===== config.mk =====
export PLATFORM = sky130hd
export DESIGN_NAME = dsr_read_seq
export DESIGN_NICKNAME = d
export VERILOG_FILES = /design/src/rtl/dsr_pkg.sv /design/src/rtl/dsr_cell_timer.sv /design/src/rtl/dsr_sector_ctrl.sv /design/src/rtl/dsr_word_fetch.sv /design/src/rtl/dsr_read_seq.sv
export SDC_FILE = /design/constraint.sdc
export NUM_CORES = 1
export LEC_CHECK = 0
export BUFFER_PORTS_ARGS = -buffer_cell sky130_fd_sc_hd__buf_4
export CAP_MARGIN = 20
export CORE_MARGIN = 2
export CORE_UTILIZATION = 25
export CTS_BUF_LIST = sky130_fd_sc_hd__clkbuf_4 sky130_fd_sc_hd__clkbuf_8 sky130_fd_sc_hd__clkbuf_16
export CTS_CLUSTER_DIAMETER = 120
export DETAILED_ROUTE_END_ITERATION = 10
export GPL_TIMING_DRIVEN = 0
export PLACE_DENSITY_LB_ADDON = 0.15
export SYNTH_ARGS = -nofsm -noshare
export SYNTH_HDL_FRONTEND = slang
export SYNTH_SLANG_ARGS = --single-unit
export TNS_END_PERCENT = 1

===== constraint.sdc =====
create_clock -name clk -period 4.1 [get_ports clk]
set_clock_uncertainty 0.1 [all_clocks]
set_input_delay 0.82 -clock clk [delete_from_list [all_inputs] [get_ports clk]]
set_output_delay 0.82 -clock clk [all_outputs]
set_load 0.005 [all_outputs]

===== src/rtl/dsr_pkg.sv =====
// Package: types shared by the read stream sequencer modules.
package dsr_pkg;

    // Which part of the sector the sequencer is in.
    typedef enum logic [1:0] {
        PH_PRE  = 2'd0,
        PH_SYNC = 2'd1,
        PH_DATA = 2'd2
    } phase_e;

endpackage


===== src/rtl/dsr_cell_timer.sv =====
// Counts the clock cycles inside one bit cell.
// Assumes CELL_CLKS >= 2. It restarts at zero after reset, so cells line
// up with the start of the sector.
module dsr_cell_timer #(
    parameter int CELL_CLKS = 70,
    localparam int CLK_W    = $clog2(CELL_CLKS)
) (
    input  logic             clk,
    input  logic             rst_n,
    output logic [CLK_W-1:0] clk_pos,
    output logic             cell_last
);

    logic [CLK_W-1:0] cnt_q;

    assign cell_last = (cnt_q == CLK_W'(CELL_CLKS - 1));
    assign clk_pos   = cnt_q;

    // Free-running cycle counter that wraps once per bit cell.
    always_ff @(posedge clk) begin
        if (!rst_n)         cnt_q <= '0;
        else if (cell_last) cnt_q <= '0;
        else                cnt_q <= cnt_q + 1'b1;
    end

endmodule


===== src/rtl/dsr_sector_ctrl.sv =====
// Sector-level controller. It walks through preamble, sync slot and data
// slots, and counts words and sectors. It raises the serializer trigger,
// the marker pulse and the RAM fetch request.
// Assumes 3 <= FETCH_LEAD <= CELL_CLKS, and that MARK_CLKS is shorter than
// the preamble minus the fetch lead.
module dsr_sector_ctrl
    import dsr_pkg::*;
#(
    parameter int CELL_CLKS        = 70,
    parameter int WORD_CELLS       = 20,
    parameter int WORDS_PER_SECTOR = 321,
    parameter int PREAMBLE_CELLS   = 250,
    parameter int NUM_SECTORS      = 8,
    parameter int MARK_CLKS        = 10,
    parameter int FETCH_LEAD       = 4,
    localparam int CLK_W   = $clog2(CELL_CLKS),
    localparam int MAXC    = (PREAMBLE_CELLS > WORD_CELLS) ? PREAMBLE_CELLS : WORD_CELLS,
    localparam int CELL_W  = $clog2(MAXC + 1),
    localparam int WORD_W  = $clog2(WORDS_PER_SECTOR),
    localparam int SEC_W   = $clog2(NUM_SECTORS),
    localparam int MARK_W  = $clog2(MARK_CLKS + 1)
) (
    input  logic              clk,
    input  logic              rst_n,
    input  logic [CLK_W-1:0]  clk_pos,
    input  logic              cell_last,
    output phase_e            phase,
    output logic [SEC_W-1:0]  sector,
    output logic [WORD_W-1:0] fetch_word,
    output logic              fetch_req,
    output logic              word_start,
    output logic              mark
);

    phase_e            phase_q;
    logic [CELL_W-1:0] cell_q;
    logic [WORD_W-1:0] word_q;
    logic [SEC_W-1:0]  sector_q;
    logic [MARK_W-1:0] mark_q;
    logic [CELL_W-1:0] phase_last_cell;
    logic              phase_done;
    logic              slot_last_cell;
    logic              last_word;
    logic              sector_end;

    // Number of the last cell in the current phase.
    assign phase_last_cell = (phase_q == PH_PRE) ? CELL_W'(PREAMBLE_CELLS - 1)
                                                 : CELL_W'(WORD_CELLS - 1);
    assign phase_done      = cell_last && (cell_q == phase_last_cell);
    assign slot_last_cell  = (cell_q == CELL_W'(WORD_CELLS - 1));
    assign last_word       = (word_q == WORD_W'(WORDS_PER_SECTOR - 1));
    assign sector_end      = phase_done && (phase_q == PH_DATA) && last_word;

    // Phase, cell, word and sector counters.
    always_ff @(posedge clk) begin
        if (!rst_n) begin
            phase_q  <= PH_PRE;
            cell_q   <= '0;
            word_q   <= '0;
            sector_q <= '0;
        end else if (phase_done) begin
            cell_q <= '0;
            case (phase_q)
                PH_PRE:  phase_q <= PH_SYNC;
                PH_SYNC: begin
                    phase_q <= PH_DATA;
                    word_q  <= '0;
                end
                PH_DATA: begin
                    if (last_word) begin
                        phase_q  <= PH_PRE;
                        word_q   <= '0;
                        sector_q <= (sector_q == SEC_W'(NUM_SECTORS - 1)) ? '0
                                                                         : sector_q + 1'b1;
                    end else begin
                        word_q <= word_q + 1'b1;
                    end
                end
                default: phase_q <= PH_PRE;
            endcase
        end else if (cell_last) begin
            cell_q <= cell_q + 1'b1;
        end
    end

    // Marker pulse timer: loaded at reset and at every sector boundary.
    always_ff @(posedge clk) begin
        if (!rst_n)               mark_q <= MARK_W'(MARK_CLKS);
        else if (sector_end)      mark_q <= MARK_W'(MARK_CLKS);
        else if (mark_q != '0)    mark_q <= mark_q - 1'b1;
    end

    // Trigger at the first cycle of every sync or data slot.
    assign word_start = (phase_q != PH_PRE) && (cell_q == '0) && (clk_pos == '0);

    // Fetch FETCH_LEAD cycles before the next data slot begins.
    assign fetch_req  = ((phase_q == PH_SYNC) || ((phase_q == PH_DATA) && !last_word))
                        && slot_last_cell
                        && (clk_pos == CLK_W'(CELL_CLKS - FETCH_LEAD));
    assign fetch_word = (phase_q == PH_SYNC) ? '0 : word_q + 1'b1;

    assign phase  = phase_q;
    assign sector = sector_q;
    assign mark   = (mark_q != '0);

endmodule


===== src/rtl/dsr_word_fetch.sv =====
// RAM fetch and holding register. It turns a fetch request into a read at
// sector*WORDS_PER_SECTOR + word. The data comes back one cycle later and
// is stored in the holding register, where it stays until the next fetch.
// Assumes a synchronous RAM with one cycle of read latency.
module dsr_word_fetch #(
    parameter int DATA_W           = 16,
    parameter int WORDS_PER_SECTOR = 321,
    parameter int NUM_SECTORS      = 8,
    localparam int WORD_W = $clog2(WORDS_PER_SECTOR),
    localparam int SEC_W  = $clog2(NUM_SECTORS),
    localparam int ADDR_W = $clog2(NUM_SECTORS * WORDS_PER_SECTOR)
) (
    input  logic              clk,
    input  logic              rst_n,
    input  logic              fetch_req,
    input  logic [SEC_W-1:0]  sector,
    input  logic [WORD_W-1:0] word,
    input  logic [DATA_W-1:0] ram_rd_data,
    output logic              ram_rd_en,
    output logic [ADDR_W-1:0] ram_addr,
    output logic [DATA_W-1:0] hold_word
);

    logic              pend_q;
    logic [DATA_W-1:0] hold_q;

    assign ram_rd_en = fetch_req;
    assign ram_addr  = ADDR_W'(sector) * ADDR_W'(WORDS_PER_SECTOR) + ADDR_W'(word);
    assign hold_word = hold_q;

    // Remember that read data is due in the next cycle.
    always_ff @(posedge clk) begin
        if (!rst_n) pend_q <= 1'b0;
        else        pend_q <= fetch_req;
    end

    // Capture the returned word; it is held until the next read returns.
    always_ff @(posedge clk) begin
        if (!rst_n)      hold_q <= '0;
        else if (pend_q) hold_q <= ram_rd_data;
    end

endmodule


===== src/rtl/dsr_read_seq.sv =====
// Top of the disk sector read stream sequencer. It joins the cell timer,
// the sector controller and the word fetch unit, and selects the word the
// serializer copies on word_start: the sync pattern or the prefetched word.
module dsr_read_seq
    import dsr_pkg::*;
#(
    parameter int DATA_W           = 16,
    parameter int CELL_CLKS        = 70,
    parameter int WORD_CELLS       = 20,
    parameter int WORDS_PER_SECTOR = 321,
    parameter int PREAMBLE_CELLS   = 250,
    parameter int NUM_SECTORS      = 8,
    parameter int MARK_CLKS        = 10,
    parameter int FETCH_LEAD       = 4,
    parameter logic [DATA_W-1:0] SYNC_WORD = 16'h8001,
    localparam int CLK_W  = $clog2(CELL_CLKS),
    localparam int WORD_W = $clog2(WORDS_PER_SECTOR),
    localparam int SEC_W  = $clog2(NUM_SECTORS),
    localparam int ADDR_W = $clog2(NUM_SECTORS * WORDS_PER_SECTOR)
) (
    input  logic              clk,
    input  logic              rst_n,
    input  logic [DATA_W-1:0] ram_rd_data,
    output logic              ram_rd_en,
    output logic [ADDR_W-1:0] ram_addr,
    output logic              sector_mark,
    output logic              cell_tick,
    output logic              preamble_active,
    output logic              word_start,
    output logic              word_is_sync,
    output logic [DATA_W-1:0] word_load,
    output logic [SEC_W-1:0]  sector_idx
);

    // Elaboration-time checks on the timing parameters.
    generate
        if (FETCH_LEAD < 3 || FETCH_LEAD > CELL_CLKS) begin : g_bad_lead
            $error("FETCH_LEAD must lie in 3..CELL_CLKS");
        end
        if (MARK_CLKS + FETCH_LEAD >= PREAMBLE_CELLS * CELL_CLKS) begin : g_bad_mark
            $error("marker pulse must end inside the preamble");
        end
        if (NUM_SECTORS < 2 || WORDS_PER_SECTOR < 2 || CELL_CLKS < 2) begin : g_bad_size
            $error("sector, word and cell counts must be at least 2");
        end
    endgenerate

    phase_e            phase;
    logic [CLK_W-1:0]  clk_pos;
    logic              cell_last;
    logic [WORD_W-1:0] fetch_word;
    logic              fetch_req;
    logic [DATA_W-1:0] hold_word;

    dsr_cell_timer #(
        .CELL_CLKS (CELL_CLKS)
    ) u_timer (
        .clk       (clk),
        .rst_n     (rst_n),
        .clk_pos   (clk_pos),
        .cell_last (cell_last)
    );

    dsr_sector_ctrl #(
        .CELL_CLKS        (CELL_CLKS),
        .WORD_CELLS       (WORD_CELLS),
        .WORDS_PER_SECTOR (WORDS_PER_SECTOR),
        .PREAMBLE_CELLS   (PREAMBLE_CELLS),
        .NUM_SECTORS      (NUM_SECTORS),
        .MARK_CLKS        (MARK_CLKS),
        .FETCH_LEAD       (FETCH_LEAD)
    ) u_ctrl (
        .clk        (clk),
        .rst_n      (rst_n),
        .clk_pos    (clk_pos),
        .cell_last  (cell_last),
        .phase      (phase),
        .sector     (sector_idx),
        .fetch_word (fetch_word),
        .fetch_req  (fetch_req),
        .word_start (word_start),
        .mark       (sector_mark)
    );

    dsr_word_fetch #(
        .DATA_W           (DATA_W),
        .WORDS_PER_SECTOR (WORDS_PER_SECTOR),
        .NUM_SECTORS      (NUM_SECTORS)
    ) u_fetch (
        .clk         (clk),
        .rst_n       (rst_n),
        .fetch_req   (fetch_req),
        .sector      (sector_idx),
        .word        (fetch_word),
        .ram_rd_data (ram_rd_data),
        .ram_rd_en   (ram_rd_en),
        .ram_addr    (ram_addr),
        .hold_word   (hold_word)
    );

    // Phase flags and the word presented to the serializer.
    assign cell_tick       = (clk_pos == '0);
    assign preamble_active = (phase == PH_PRE);
    assign word_is_sync    = (phase == PH_SYNC);
    assign word_load       = word_is_sync ? SYNC_WORD : hold_word;

endmodule


## Yosys cells after proc, flatten, opt, wreduce, memory -nomap -nowiden

Cells that the tools add are included.

| word-level totals | value |
|---|---|
| output and inout bits | 37 |
| flip-flop bits (word level) | 50 |
| input bits | 18 |

| cells by class | value |
|---|---|
| add/sub/neg operators | 6 |
| bitwise logic cells | 1 |
| mux-type cells | 8 |
| reductions and logical operators | 22 |
| multiply operators | 1 |
| equality and inequality tests | 9 |

Operators by type and width:

| operator | count |
|---|---|
| $mux 9 | 2 |
| $pmux 9 s2 | 1 |
| $mux 16 | 1 |
| $eq 7x7->1 const B | 2 |
| $add 12x9->12 | 1 |
| $mul 3x9->12 const B | 1 |
| $add 9x1->9 const B | 1 |
| $eq 9x9->1 const B | 1 |
| $add 8x1->8 const B | 1 |
| $eq 8x5->1 const B | 1 |
| $eq 8x8->1 | 1 |
| $logic_and 1x1->1 | 8 |
| $logic_not 8->1 | 1 |
| $mux 8 | 1 |
| $add 7x1->7 const B | 1 |
| $logic_not 7->1 | 1 |
| $pmux 2 s3 | 1 |
| $reduce_or 2->1 | 3 |
| $reduce_and 2->1 | 2 |
| $reduce_bool 2->1 | 2 |
| $reduce_bool 4->1 | 1 |
| $sub 4x1->4 const B | 1 |
| $add 3x1->3 const B | 1 |
| $eq 3x3->1 const B | 1 |
| 10 further kinds | 10 |

## Logic depth before layout (Yosys ltp)

| logic depth | value |
|---|---|
| depth after elaboration | 7 |
| depth in mapped cells | 13 |

## Cells and area by module

Synthesis repeated with hierarchy kept, for this count alone.

| unflattened totals | value |
|---|---|
| cells, all modules | 344 |
| area, all modules | 3024.2 sq um |

Modules (own cells, without submodules):

| module | times used | area each (sq um) | cells each | seq. area each (sq um) |
|---|---|---|---|---|
| dsr_sector_ctrl | 1 | 1549.0 | 194 | 520.5 |
| dsr_word_fetch | 1 | 1018.5 | 96 | 340.3 |
| dsr_cell_timer | 1 | 315.3 | 32 | 140.1 |
| dsr_read_seq | 1 | 141.4 | 22 | 0.0 |

## Worst setup path after synthesis

No wires, ideal clock.

| timing | value |
|---|---|
| kind | register to output |
| start point | reg u_ctrl.phase_q[1] (netlist: u_ctrl.phase[1]) |
| end point | out ram_addr[9] |
| buffers on the path | 2 |
| cell stages (with the launch flop) | 13 |
| arrival | 3100 ps |
| slack | 80 ps |
| cells stage by stage | dfxtp_1 -> inv_1 -> ha_1 -> clkbuf_1 -> clkbuf_1 -> nor2_1 -> ha_1 -> ha_1 -> fa_1 -> a21oi_1 -> a211oi_1 -> or4b_2 -> nand3_1 |

| between the ends | value |
|---|---|
| longest elaborated chain between the ends | 3 |

RTL lines:

| element | RTL line | RTL |
|---|---|---|
| start: declaration | dsr_sector_ctrl.sv:35 | `phase_e phase_q;` |
| start signal: assignment | dsr_sector_ctrl.sv:57 | `phase_q <= PH_PRE;` |
| start signal: assignment | dsr_sector_ctrl.sv:64 | `PH_PRE: phase_q <= PH_SYNC;` |
| start signal: assignment | dsr_sector_ctrl.sv:66 | `phase_q <= PH_DATA;` |
| $eq 2x1->1 | - |  |
| named net word_is_sync | dsr_read_seq.sv:30 | `output logic word_is_sync,` |
| $mux 9 | dsr_sector_ctrl.sv:100 | `assign fetch_word = (phase_q == PH_SYNC) ? '0 : word_q + 1'b1;` |
| $add 12x9->12 | dsr_word_fetch.sv:28 | `assign ram_addr = ADDR_W'(sector) * ADDR_W'(WORDS_PER_SECTOR) + ADDR_W'(word);` |
| end: declaration | dsr_read_seq.sv:25 | `output logic [ADDR_W-1:0] ram_addr,` |

The timed path passes the listed nets, and every way through them passes these cells.

## Final worst setup path

| timing | value |
|---|---|
| start point | reg u_ctrl.word_q[0] |
| end point | out ram_addr[5] |

| between the ends | value |
|---|---|
| longest elaborated chain between the ends | 3 |

RTL lines:

| element | RTL line | RTL |
|---|---|---|
| start: declaration | dsr_sector_ctrl.sv:37 | `logic [WORD_W-1:0] word_q;` |
| start signal: assignment | dsr_sector_ctrl.sv:76 | `word_q <= word_q + 1'b1;` |
| $add 9x1->9 | dsr_sector_ctrl.sv:100 |  |
| $mux 9 | dsr_sector_ctrl.sv:100 |  |
| $add 12x9->12 | dsr_word_fetch.sv:28 |  |

Every way passes these cells.

==> run summary <==
Run status: finished, final reports clean
DRT antenna net count: 0
Half-perimeter wire length after detailed placement: 5791 µm
WP buf/inv: 3
Core Region: 12,160 µm²
Async set or reset register ratio after synthesis: 0%
Gate Count Post-Synth: 370
Minimum clock period: 3.957 ns
Number of vias after detailed routing: 2,638
I/O pins: 55
Multiplexer area fraction after synthesis: 6.714%
Max cap viols: 0
Count of final max-slew check failures: 0
Synthesized net count: 419
Final worst hold slack: 0.3852 ns
Cell type with the largest total area after synthesis: dfxtp_1
Part of the Yosys area used for sequential elements: 31.78%
DRC errors left: 0
Reg2Reg Capture Point: u_ctrl.word_q[5]
Xor-xnor portion of the synthesized cell area: 6.953%
Share of the core filled with cells in the final layout: 33.49%
Number of cells on the worst hold path: 2
Hold buffer count at cts: 0
Antenna diode count: 0
Final Net Count: 479
Post-synthesis compound-gate area fraction: 9.058%
Hold path start: u_ctrl.cell_q[0]
Max IR drop VDD: 148.1 µV
Worst relative slew slack: 40.63%
All-layer global routing usage: 11.81%
TritonCTS clock tree: done
Worst-skew pair later-pin latency: 0.30 ns
Standard cell with the maximum stage delay on the critical path: dfxtp_4
Initial antenna violation count: 0
CP endpoint kind: primary output
Per-cell routed wire length: 12.72 µm
Setup repair after global routing missed its margin: false
Dominant register cell in the synthesized netlist: dfxtp_1
Main combinational cell family by area after synthesis: simple AND/OR/NAND/NOR gates
Most common cell after layout, fill and taps aside: buf_4
Maximum clock rate: 0.2527 GHz
Initial core utilization: 25.90%
Total detailed-routing wirelength: 7620 µm
First-pass GRT wire length: 12,500 µm
Startpoint type of the worst setup path: flip-flop
Die span in y: 116.2 µm
Congestion Overflow GR: 0
Depth of the CTS H-tree: 2
Pre-Repair DR Iteration Count: 4
Arrival time of data at the critical path endpoint: 3.04 ns
Cell family with the largest share of critical-path delay: adder cells
Cell chain of the critical path: inv_1 > ha_1 > inv_1 > nor2_4 > ha_1 > ha_2 > fa_2 > a21oi_4 > nor2_2 > xor2_1 > a21oi_2 > mux2_4 > buf_4
Adder and majority cell fraction of the synthesized area: 12.55%
Worst hold-check path type: reg -> reg
Leading cell types in the layout, fill and taps excluded: buf_4, dfxtp_1, nor2b_1
Slew at the pin closest to its max-slew limit: 0.8832 ns
Largest net degree at the start of global routing: 18
Cell at the root of the clock tree: clkbuf_16
Period utilisation layout: 96.51%
Num CTS Buffers: 5
Average size of a mapped cell: 8.512 µm²
Area share of the largest cell type after synthesis: 31.78%
Number of global-route vias before repair: 2,551
GP Congestion: 0.7752
Cell Pwr Density: 259.8 nW/µm²
# port buffers: 54
Count of flip-flops with a built-in enable after synthesis: 0
Maximum root-to-sink buffer count: 2
Type of the worst setup path: reg -> out
Number of sinks handled by clock tree synthesis: 50
Critical path required time: 3.18 ns
Total Die Area: 13,510 µm²
Fraction of layout instances using a drive strength above 1: 22.74%
Final setup violation count: 0
Cell area after synthesis: 3149 µm²
Flip-flop and latch count after synthesis: 50
Cell count of the worst reg-to-reg path: 6
Min-Delay Endpoint: u_ctrl.cell_q[0]
Final hold violations: 0
CTS clk-pin slew, worst paths: 0.07 ns
Simple-gate portion of the synthesized area: 28.84%
Row count: 40
Initial detailed-routing violation count: 123
Synth Warn #: 0
Layout area overhead: 29.32%
Biggest fanout along the worst timing path: 7
Floorplan die width: 116.2 µm
Top cells by area, synth: dfxtp_1, ha_1, nor2b_1, mux2i_1, nor2_1
Crit. path cell count: 13
Via count normalized by instance count: 4.404
Reg2Reg Launch Point: u_timer.clk_pos[3]
Fill cells: 1,290
Static leakage power: 1.689 nW
Peak per-stage delay on the critical path: 0.40 ns
Number of distinct library cells after synthesis: 49
Flop-to-flop setup slack: 1.46 ns
[Yosys cell counts (all sizes together) (4+ instances only)]
| master | n |
|---|---|
| nor3 | 6 |
| nand3 | 10 |
| dfxtp | 50 |
| nor2 | 41 |
| a21oi | 9 |
| a21boi | 10 |
| or3 | 5 |
| mux2i | 20 |
| ha | 30 |
| and2 | 4 |
| nand2 | 29 |
| xor2 | 11 |
| clkbuf | 17 |
| nand3b | 6 |
| inv | 15 |
| nor4 | 5 |
| o21ai | 9 |
| nor2b | 40 |
| xnor2 | 14 |
[report_power, final]
| group | internal, mW | switching (mW) | total, mW |
|---|---|---|---|
| registers | 0.494 | 0.00755 | 0.502 |
| logic | 0.0327 | 0.0267 | 0.0594 |
| clock network | 0.293 | 0.204 | 0.497 |
[worst min-delay path: stages (launching register included)]
cell	delay (ns)
dfxtp_1	0.32
nand2_1	0.05
a21boi_0	0.06
[logic make-up (layout without fill, tap and decap cells)]
kind of cell,after synthesis,in the layout
AND/OR/NAND/NOR,168,168
XOR/XNOR,25,25
adder cells (fa/ha/maj),31,31
multiplexers,21,21
buffers and inverters,34,95
flip-flops,50,50
AO/OA/AOI/OAI,41,41
[flip-flops by register name (all words and copies together), names as in the netlist]
signal,flops
u_fetch.hold_word,16
u_ctrl.word_q,9
u_ctrl.cell_q,8
u_timer.clk_pos,7
u_ctrl.mark_q,4
u_ctrl.sector,3
u_ctrl.phase,2
u_fetch.pend_q,1
[what timing repair did]
item,in CTS,in global routing
gates cloned,0,0
setup endpoints to repair,9,5
setup buffers,3,1
pin swaps,4,3
resized for setup,26,12
[routing by layer]
metal | global-route usage (%) | up-vias | wire, µm
met5 | 0 | - | 0
met4 | 3.571 | 0 | 87
met3 | 2.387 | 8 | 309
met2 | 19.15 | 37 | 3503
met1 | 15.86 | 1219 | 3721
li1 | - | 1374 | -
[cell type report]
| type | count | area, µm² | area share (%) |
|---|---|---|---|
| buffer | 14 | 76.32 | 1.874 |
| multi-input combinational | 286 | 2112 | 51.86 |
| sequential | 50 | 1010 | 24.79 |
| clock buffer | 5 | 125.1 | 3.072 |
| clock inverter | 3 | 47.55 | 1.167 |
| tap | 168 | 210.2 | 5.161 |
| timing repair buffer | 58 | 435.4 | 10.69 |
| inverter | 15 | 56.30 | 1.382 |
[metrics by stage]
stage	instances	TNS [ns]	setup WS (ns)	area, µm²	total power, mW
floorplan	370	0	0.08040	3149	0.5480
global placement	592	-1.897	-0.6852	3765	0.5743
detailed placement	592	-2.024	-0.7177	3765	0.5744
CTS	600	-0.04517	-0.03868	4055	1.078
global route	599	0	0.001368	4073	1.107
finish	599	0	0.1430	4073	1.058
[worst max-delay path by stage]
stage / start / endpoint / slack, ns
2_1_floorplan: u_ctrl.phase[1] / ram_addr[9] / 0.08
3_3_place_gp: u_ctrl.phase[1] / ram_addr[9] / -0.69
3_5_place_dp: u_ctrl.phase[1] / ram_addr[9] / -0.72
4_1_cts: u_ctrl.phase[1] / ram_addr[5] / -0.04
5_1_grt: u_ctrl.word_q[0] / ram_addr[5] / 0.001
6_report: u_ctrl.word_q[0] / ram_addr[5] / 0.14
Note: power is estimated with default switching activity, not from simulation.
